**src/rtl/slow_timer_pkg.sv**
```systemverilog
package slow_timer_pkg;
  localparam int ADDR_W = 3;

  localparam logic [ADDR_W-1:0] ADR_PERIOD  = 3'd0;
  localparam logic [ADDR_W-1:0] ADR_RELOAD  = 3'd1;
  localparam logic [ADDR_W-1:0] ADR_MODE    = 3'd2;
  localparam logic [ADDR_W-1:0] ADR_RESTART = 3'd3;
  localparam logic [ADDR_W-1:0] ADR_ALARM   = 3'd4;
  localparam logic [ADDR_W-1:0] ADR_ENABLE  = 3'd5;
  localparam logic [ADDR_W-1:0] ADR_STATUS  = 3'd6;
  localparam logic [ADDR_W-1:0] ADR_SECONDS = 3'd7;

  localparam int FLAG_N = 4;
  localparam int FL_PERIOD = 0;
  localparam int FL_WDOG   = 1;
  localparam int FL_ALARM  = 2;
  localparam int FL_SEC    = 3;

  typedef struct packed {
    logic wrPeriod;
    logic wrReload;
    logic wrMode;
    logic restart;
    logic wrAlarm;
    logic wrEnable;
    logic statusRead;
    logic wdTick;
    logic secTick;
  } tmrStrobe_t;
endpackage

```
**src/rtl/slow_timer_ctrl.sv**
```systemverilog
module slow_timer_ctrl
  import slow_timer_pkg::*;
#(
  parameter int WDOG_DIV = 128,
  parameter int SEC_DIV  = 32768
) (
  input  logic              clk,
  input  logic              rstN,
  input  logic              wrEn,
  input  logic [ADDR_W-1:0] wrAddr,
  input  logic              rdEn,
  input  logic [ADDR_W-1:0] rdAddr,
  output tmrStrobe_t        strobe
);
  localparam int WPW = $clog2(WDOG_DIV);
  localparam int SPW = $clog2(SEC_DIV);
  localparam logic [WPW-1:0] WP_LAST = WPW'(WDOG_DIV - 1);
  localparam logic [SPW-1:0] SP_LAST = SPW'(SEC_DIV - 1);

  logic [WPW-1:0] wdPre;
  logic [SPW-1:0] secPre;

  always_comb begin
    strobe.wrPeriod   = wrEn && (wrAddr == ADR_PERIOD);
    strobe.wrReload   = wrEn && (wrAddr == ADR_RELOAD);
    strobe.wrMode     = wrEn && (wrAddr == ADR_MODE);
    strobe.restart    = wrEn && (wrAddr == ADR_RESTART);
    strobe.wrAlarm    = wrEn && (wrAddr == ADR_ALARM);
    strobe.wrEnable   = wrEn && (wrAddr == ADR_ENABLE);
    strobe.statusRead = rdEn && (rdAddr == ADR_STATUS);
    strobe.wdTick     = (wdPre == WP_LAST);
    strobe.secTick    = (secPre == SP_LAST);
  end

  // watchdog prescaler restarts together with the watchdog counter
  always_ff @(posedge clk or negedge rstN) begin
    if (!rstN) begin
      wdPre <= '0;
    end else if (strobe.restart || strobe.wdTick) begin
      wdPre <= '0;
    end else begin
      wdPre <= wdPre + 1'b1;
    end
  end

  always_ff @(posedge clk or negedge rstN) begin
    if (!rstN) begin
      secPre <= '0;
    end else if (strobe.secTick) begin
      secPre <= '0;
    end else begin
      secPre <= secPre + 1'b1;
    end
  end

  // watchdog ticks are never on consecutive cycles
  a_r3_wd_tick_spacing: assert property (@(posedge clk) disable iff (!rstN)
    strobe.wdTick |=> !strobe.wdTick);
  // a restart leaves at least one tick-free cycle behind it
  a_r6_restart_clears_pre: assert property (@(posedge clk) disable iff (!rstN)
    strobe.restart |=> !strobe.wdTick);
  // seconds ticks are never on consecutive cycles
  a_r7_sec_tick_spacing: assert property (@(posedge clk) disable iff (!rstN)
    strobe.secTick |=> !strobe.secTick);
endmodule

```
**src/rtl/slow_timer_datapath.sv**
```systemverilog
module slow_timer_datapath
  import slow_timer_pkg::*;
#(
  parameter int PERIOD_W = 16,
  parameter int WDOG_W   = 16,
  parameter int RTC_W    = 20,
  parameter int DATA_W   = 32
) (
  input  logic              clk,
  input  logic              rstN,
  input  tmrStrobe_t        strobe,
  input  logic [DATA_W-1:0] wrData,
  input  logic [ADDR_W-1:0] rdAddr,
  output logic [DATA_W-1:0] rdData,
  output logic              irq,
  output logic              wdResetReq
);
  logic [PERIOD_W-1:0] periodReg, pitCnt;
  logic [WDOG_W-1:0]   reloadReg, wdCnt;
  logic [RTC_W-1:0]    alarmReg, secCnt, secNext;
  logic                modeRst;
  logic [FLAG_N-1:0]   enReg, statusReg, evt;
  logic                pitEvt, wdExpire, alarmEvt;
  logic                unusedData;

  assign unusedData = ^wrData;
  assign pitEvt   = (pitCnt == '0);
  assign wdExpire = strobe.wdTick && !strobe.restart && (wdCnt == '0);
  assign secNext  = secCnt + 1'b1;
  assign alarmEvt = strobe.secTick && (secNext == alarmReg);

  always_comb begin
    evt = '0;
    evt[FL_PERIOD] = pitEvt;
    evt[FL_WDOG]   = wdExpire && !modeRst;
    evt[FL_ALARM]  = alarmEvt;
    evt[FL_SEC]    = strobe.secTick;
  end

  always_ff @(posedge clk or negedge rstN) begin
    if (!rstN) begin
      periodReg <= '1;
      reloadReg <= '1;
      alarmReg  <= '1;
      modeRst   <= 1'b0;
      enReg     <= '0;
    end else begin
      if (strobe.wrPeriod) periodReg <= wrData[PERIOD_W-1:0];
      if (strobe.wrReload) reloadReg <= wrData[WDOG_W-1:0];
      if (strobe.wrAlarm)  alarmReg  <= wrData[RTC_W-1:0];
      if (strobe.wrMode)   modeRst   <= wrData[0];
      if (strobe.wrEnable) enReg     <= wrData[FLAG_N-1:0];
    end
  end

  always_ff @(posedge clk or negedge rstN) begin
    if (!rstN) begin
      pitCnt     <= '1;
      wdCnt      <= '1;
      secCnt     <= '0;
      statusReg  <= '0;
      wdResetReq <= 1'b0;
    end else begin
      pitCnt <= pitEvt ? periodReg : pitCnt - 1'b1;
      if (strobe.restart) begin
        wdCnt <= reloadReg;
      end else if (strobe.wdTick) begin
        wdCnt <= (wdCnt == '0) ? reloadReg : wdCnt - 1'b1;
      end
      if (strobe.secTick) secCnt <= secNext;
      statusReg  <= (strobe.statusRead ? '0 : statusReg) | evt;
      wdResetReq <= wdExpire && modeRst;
    end
  end

  assign irq = |(statusReg & enReg);

  always_comb begin
    case (rdAddr)
      ADR_PERIOD:  rdData = DATA_W'(periodReg);
      ADR_RELOAD:  rdData = DATA_W'(reloadReg);
      ADR_MODE:    rdData = DATA_W'(modeRst);
      ADR_ALARM:   rdData = DATA_W'(alarmReg);
      ADR_ENABLE:  rdData = DATA_W'(enReg);
      ADR_STATUS:  rdData = DATA_W'(statusReg);
      ADR_SECONDS: rdData = DATA_W'(secCnt);
      default:     rdData = '0;
    endcase
  end

  // a period flag only appears after the counter sat at zero
  a_r2_period_from_zero: assert property (@(posedge clk) disable iff (!rstN)
    $rose(statusReg[FL_PERIOD]) |-> ($past(pitCnt) == '0));
  // a restart loads the reload value
  a_r3_restart_load: assert property (@(posedge clk) disable iff (!rstN)
    strobe.restart |=> (wdCnt == $past(reloadReg)));
  // the reset request is a single-cycle pulse
  a_r4_rst_pulse: assert property (@(posedge clk) disable iff (!rstN)
    wdResetReq |=> !wdResetReq);
  // overflow flag needs a tick with reset mode off
  a_r5_flag_needs_tick: assert property (@(posedge clk) disable iff (!rstN)
    $rose(statusReg[FL_WDOG]) |-> ($past(strobe.wdTick) && !$past(modeRst)));
  // seconds counter steps by one on a tick and holds otherwise
  a_r7_sec_step: assert property (@(posedge clk) disable iff (!rstN)
    strobe.secTick |=> (secCnt == RTC_W'($past(secCnt) + 1'b1)));
  a_r7_sec_hold: assert property (@(posedge clk) disable iff (!rstN)
    !strobe.secTick |=> $stable(secCnt));
endmodule

```
**src/rtl/slow_sys_timer.sv**
```systemverilog
module slow_sys_timer
  import slow_timer_pkg::*;
#(
  parameter int PERIOD_W = 16,
  parameter int WDOG_W   = 16,
  parameter int RTC_W    = 20,
  parameter int WDOG_DIV = 128,
  parameter int SEC_DIV  = 32768,
  parameter int DATA_W   = 32
) (
  input  logic              clk,
  input  logic              rstN,
  input  logic              wrEn,
  input  logic [2:0]        wrAddr,
  input  logic [DATA_W-1:0] wrData,
  input  logic              rdEn,
  input  logic [2:0]        rdAddr,
  output logic [DATA_W-1:0] rdData,
  output logic              irq,
  output logic              wdResetReq
);
  tmrStrobe_t strobe;

  slow_timer_ctrl #(.WDOG_DIV(WDOG_DIV), .SEC_DIV(SEC_DIV)) u_ctrl (
    .clk(clk), .rstN(rstN), .wrEn(wrEn), .wrAddr(wrAddr),
    .rdEn(rdEn), .rdAddr(rdAddr), .strobe(strobe)
  );

  slow_timer_datapath #(
    .PERIOD_W(PERIOD_W), .WDOG_W(WDOG_W), .RTC_W(RTC_W), .DATA_W(DATA_W)
  ) u_dp (
    .clk(clk), .rstN(rstN), .strobe(strobe), .wrData(wrData),
    .rdAddr(rdAddr), .rdData(rdData), .irq(irq), .wdResetReq(wdResetReq)
  );
endmodule

```
**config.mk**
```make
export PLATFORM = sky130hd
export DESIGN_NAME = slow_sys_timer
export DESIGN_NICKNAME = d
export VERILOG_FILES = /design/src/rtl/slow_timer_pkg.sv /design/src/rtl/slow_timer_ctrl.sv /design/src/rtl/slow_timer_datapath.sv /design/src/rtl/slow_sys_timer.sv
export SDC_FILE = /design/constraint.sdc
export NUM_CORES = 1
export LEC_CHECK = 0
export ABC_AREA = 1
export BUFFER_PORTS_ARGS = -buffer_cell sky130_fd_sc_hd__buf_2
export CAP_MARGIN = 20
export CORE_MARGIN = 4
export CORE_UTILIZATION = 40
export DETAILED_ROUTE_END_ITERATION = 7
export PLACE_DENSITY = 0.59
export SLEW_MARGIN = 20
export SYNTH_ARGS = -nofsm -noshare
export SYNTH_HDL_FRONTEND = slang
export SYNTH_SLANG_ARGS = --single-unit
export TNS_END_PERCENT = 50
```
**constraint.sdc**
```tcl
create_clock -name clk -period 4.63 [get_ports clk]
set_input_delay 1.389 -clock clk [delete_from_list [all_inputs] [get_ports clk]]
set_output_delay 1.389 -clock clk [all_outputs]
set_load 0.05 [all_outputs]
```
=== After elaboration in Yosys (flattened, before gate mapping) ===
Cells that the tools add are included.

* Add/subtract/negate cells: 5
* Equality and inequality tests: 14
* Muxes and demuxes: 8
* Bitwise gates (word level): 2
* Reduce and logical (&&, ||, !) cells: 21

{| class="wikitable"
|+ Operator list
! operator !! count
|-
| case mux 20 bit (7 select lines) || 1
|-
| 2-to-1 mux 16 bit || 4
|-
| logical NOT 16 bit || 2
|-
| subtractor 16 x 1 -> 16 bit, second input constant || 2
|-
| adder 20 x 1 -> 20 bit, second input constant || 1
|-
| equality test 20 bit || 1
|-
| equality test 3 bit, second input constant || 6
|-
| adder 15 x 1 -> 15 bit, second input constant || 1
|-
| equality test 15 bit, second input constant || 1
|-
| 2-to-1 mux 15 bit || 1
|-
| logical AND 1 bit || 12
|-
| equality test 3 x 2 -> 1 bit, second input constant || 3
|-
| adder 7 x 1 -> 7 bit, second input constant || 1
|-
| equality test 7 bit, second input constant || 1
|-
| 2-to-1 mux 7 bit || 1
|-
| equality test 3 x 1 -> 1 bit, second input constant || 2
|-
| logical NOT 3 bit || 2
|-
| AND 4 bit || 1
|-
| 2-to-1 mux 4 bit || 1
|-
| bitwise OR 4 bit || 1
|-
| OR reduction 4 bit || 1
|-
| logical NOT 1 bit || 2
|-
| nonzero test 2 bit || 1
|-
| logical OR 1 bit || 1
|}

* Flip-flop bits (word level): 136
* Output and inout port bits: 34

=== Longest topological paths before layout ===
* Word-level depth: 7
* Depth in mapped cells: 15

=== By module ===
From an unflattened synthesis, not the netlist that was laid out.

* Cell total of the unflattened synthesis: 954
* Area total of the unflattened synthesis: 7663.6 µm²

{| class="wikitable"
|+ Modules (own cells, without submodules)
! module !! instances !! cells each !! area an instance (µm²) !! seq. area each (µm²)
|-
| slow_timer_datapath || 1 || 806 || 6468.7 || 2957.8
|-
| slow_timer_ctrl || 1 || 148 || 1194.9 || 550.5
|}

=== Worst setup path after synthesis ===
No wires, ideal clock.

* Path type: in2out
* From: input rdAddr[2]
* To: output rdData[0]
* Arrival time: 3.066 ns
* Data required time: 3.241 ns
* Slack: 0.175 ns
* Stages on the path: 6
* Buffers on the path: 2
* Cells stage by stage: buf_2 > inv_1 > nor3_4 > inv_1 > buf_2 > o2111ai_1

* Word-level cells in the longest chain between the ends: 2
* Elaborated cells on any way between the ends: 8
* Those cells by class: eq/ne: 6; mux: 1; reduce/logical: 1

{| class="wikitable"
|+ RTL lines
! element !! RTL line !! text
|-
| start: declaration || slow_sys_timer.sv:17 || <nowiki>input logic [2:0] rdAddr,</nowiki>
|-
| equality test 3 bit, or another cell as far along || slow_timer_datapath.sv:79 || <nowiki>case (rdAddr)</nowiki>
|-
| case mux 20 bit (7 select lines) * || slow_timer_datapath.sv:79 ||
|-
| end: declaration || slow_sys_timer.sv:18 || <nowiki>output logic [DATA_W-1:0] rdData,</nowiki>
|}

Mark *: on every way between the ends. The rest lies on a longest branch, timed or not.

=== Worst setup path in the final report ===
* From: input rdAddr[2]
* To: output rdData[5]

Same word-level chain as after synthesis.

==> flow_summary.yaml <==
setup_path:
  required_ps: 3240
  cp-end-kind: "primary output"
  cp_max_fo: 13
  critPathArrivalTime_ps: 2920
  cp-start-kind: "input port"
  crit_type: "input port to primary output"
layout:
  n_fill_cell: 1909
  area_growth_pct: 13.6
  stdcell_count: 1339
  design_area_sq_um: 8900
  fin_nets: 1114
  multi_input_area_sq_um: 3650
  antennaDiodeCount: 0
  final_layout_size_suffix_gt1_share_pct: 19.1
  regArea_sq_um: 3510
timing:
  fmax_mhz: 232
  slew_viol_final: 0
  finalHoldViolCount: 0
  clock_skew_ps: 8.22
  relSlewSlack_pct: 33.5
  rsz0062_at_grt: "no"
  setup_viol: 0
  fin_setup_tns_ps: 0
  tightest_slew_ps: 996
  min_period_over_period_pct: 93.0
  period_needed_ps: 4310
clocking:
  holdBufCountCts: 0
  htree_levels: 4
  cts_made_buffers: 17
  root_buffer: "clkbuf_16"
  clock-sinks: 136
  cts_setup_buffers: 0
  insertion_delay_ps: 420
  clkTransAtPathRegs_ps: 50
  clockBufferDepth: 2
  tritoncts: "done"
  cts_resized: 0
run_status:
  status: "complete, no violations"
detailed_routing:
  drt-met1-wl_microns: 8960
  ant_nets: 0
  vias: 6576
  routed.top_layer: "met4"
  met2WireLength_microns: 9410
  firstDrtPassIters: 5
  drc: 0
  drt_iter0_drc: 403
  met3_length_microns: 684
  routedWlPerCell_microns: 14.6
  via_per_inst: 4.91
  routed_wl_microns: 19500
yosys:
  synth_warnings: 0
  synthMuxAreaShare_pct: 0
  synth_top_area_cell: "dfstp_2"
  syn_area_sq_um: 7830
  synthAdderAreaFrac_pct: 0.959
  synth.avg_cell_area_sq_um: 7.71
  syn_inst: 1015
  ys_types: 50
  synth_edf_count: 0
  synth_top_area_share_pct: 28.2
  netlist_top_cells_area: "dfstp_2 28%, dfrtp_1 17%, nand2_1 13%, o21ai_0 6.1%, inv_1 6.0%"
  synthFlopType: "dfstp_2"
  async_reset_ff_share_pct: 100
  ys_seq_area_share_pct: 44.8
  synth_simple_gate_area_share_pct: 28.7
  synth_compound_area_share_pct: 12.0
  ys_ff_latch: 136
  synth_top_family_by_area: "simple AND/OR/NAND/NOR gates"
  synth-xor-area-share_pct: 4.47
power_and_ir_drop:
  irDropWorstVdd_v: 0.000245
  total_power_mw: 3.99
  power_density_nw_per_um2: 448
  p_leak_nw: 4.12
die:
  initial_core_util_pct: 41.3
  ios: 76
  fp.dieH_microns: 148
  die_w_microns: 148
  core_sq_um: 19000
  dieArea_sq_um: 21900
  num_rows: 50
place:
  hpwlAfterDp_microns: 14600
  numPortBuffers: 51
  routabilityCongestion: 0.895
  dpl.cell_count: 1307
  placed_area_sq_um: 8320
global_route:
  grt_pass1_vias: 6320
  overflow: 0
  grt_pass1_wl_microns: 32200
  antenna_found_initial: 0
  track_usage_pct: 18.5
  grt_start_max_net_pins: 77
run:
  cap_violations: 0
hold_path:
  hp-class: "flop to flop"
==> metal layers <==
layer  GRT usage (%)  vias to the layer above
li1                -                     3369
met1            24.1                     3061
met5               0                        -
met2            31.0                      117
met3            3.22                       29
met4            6.93                        0
==> synth_stat cells, types with 8 or more instances <==
cell	count
nand2_1	272
inv_1	126
o21ai_0	96
nor2_1	95
dfstp_2	84
nand3_1	82
dfrtp_1	52
xor2_1	29
a21oi_1	18
clkbuf_1	16
o22ai_1	14
buf_4	13
nor3_1	11
a221o_1	8
buf_2	8
nand4_1	8
o21ai_1	8
==> worst paths after layout <==
kind,startpoint,to,slack [ps],cells after the start
setup / recovery,rdAddr[2],rdData[5],320,7
hold / removal,u_ctrl.wdPre[0],u_ctrl.wdPre[0],460,1
setup reg to reg,u_ctrl.secPre[0],u_dp.statusReg[2],2340,13
hold reg to reg,u_ctrl.wdPre[0],u_ctrl.wdPre[0],460,1
max in group asynchronous,rstN,u_dp.periodReg[8],2810,2
min in group asynchronous,rstN,u_ctrl.wdPre[4],1010,1
==> final cells by class <==
cell class | count | area share, %
multi-input combinational | 721 | 41.1
inverter | 129 | 5.44
timing repair buffer | 61 | 3.92
tap | 260 | 3.66
clock inverter | 8 | 1.07
clock buffer | 24 | 5.41
sequential | 136 | 39.4
==> placed cells by master, fill, tap and decap left out, types with 3 or more instances in the layout <==
cell type / synthesis / final
conb_1: 1 / 12
nand3_1: 82 / 82
clkbuf_8: 0 / 3
nor2_4: 6 / 6
nand2_2: 3 / 3
buf_4: 13 / 9
a21oi_1: 18 / 18
nor3_1: 11 / 11
or2_2: 5 / 5
o21ai_1: 8 / 8
o22ai_1: 14 / 14
dfstp_2: 84 / 84
clkbuf_16: 0 / 17
nor2_1: 95 / 95
nand4_1: 8 / 8
o211ai_1: 3 / 3
dfrtp_1: 52 / 52
nand2_1: 272 / 272
buf_2: 8 / 50
clkbuf_1: 16 / 4
nor2_2: 5 / 5
and2_1: 3 / 3
clkinv_2: 0 / 3
o21ai_0: 96 / 96
inv_1: 126 / 126
a22oi_1: 4 / 4
xor2_1: 29 / 29
ha_1: 6 / 6
o2111ai_1: 5 / 5
a221o_1: 8 / 8
inv_2: 3 / 3
xnor2_1: 3 / 3
==> logic make-up (layout without fill, tap and decap cells) <==
group           after synthesis  in the layout
buf+inv                     169            222
simple gates                504            504
compound gates              164            164
xor+xnor                     35             35
other cells                   1             12
fa+ha+maj                     6              6
flops                       136            136
==> critical path, cell delays in order <==
cell and delay (ps):
buf_2 140, inv_1 160, nor3_4 70, inv_1 380, o22ai_1 200, a221o_1 350
buf_2 230
==> registers in the layout (all words and copies together) (netlist names), 4 cells and up <==
register,count
u_dp.secCnt,20
u_dp.statusReg,4
u_dp.periodReg,16
u_dp.wdCnt,16
u_dp.reloadReg,16
u_ctrl.wdPre,7
u_dp.pitCnt,16
u_dp.alarmReg,20
u_dp.enReg,4
u_ctrl.secPre,15
==> metrics by stage <==
step	hold WS [ps]	util [%]	setup WS, ps
final	459	46.9	323
after global routing	488	46.9	224
after CTS	462	46.9	342
after detailed placement	454	43.9	349
after global placement	454	43.9	363
after floorplan	433	-	175
==> where the power goes <==
part | total, mW | internal, mW | switching [mW]
sequential | 1.79 | 1.58 | 0.212
combinational | 0.873 | 0.320 | 0.552
clock | 1.32 | 0.831 | 0.488
total | 3.99 | 2.73 | 1.25
Note: power is estimated with default switching activity, not from simulation.
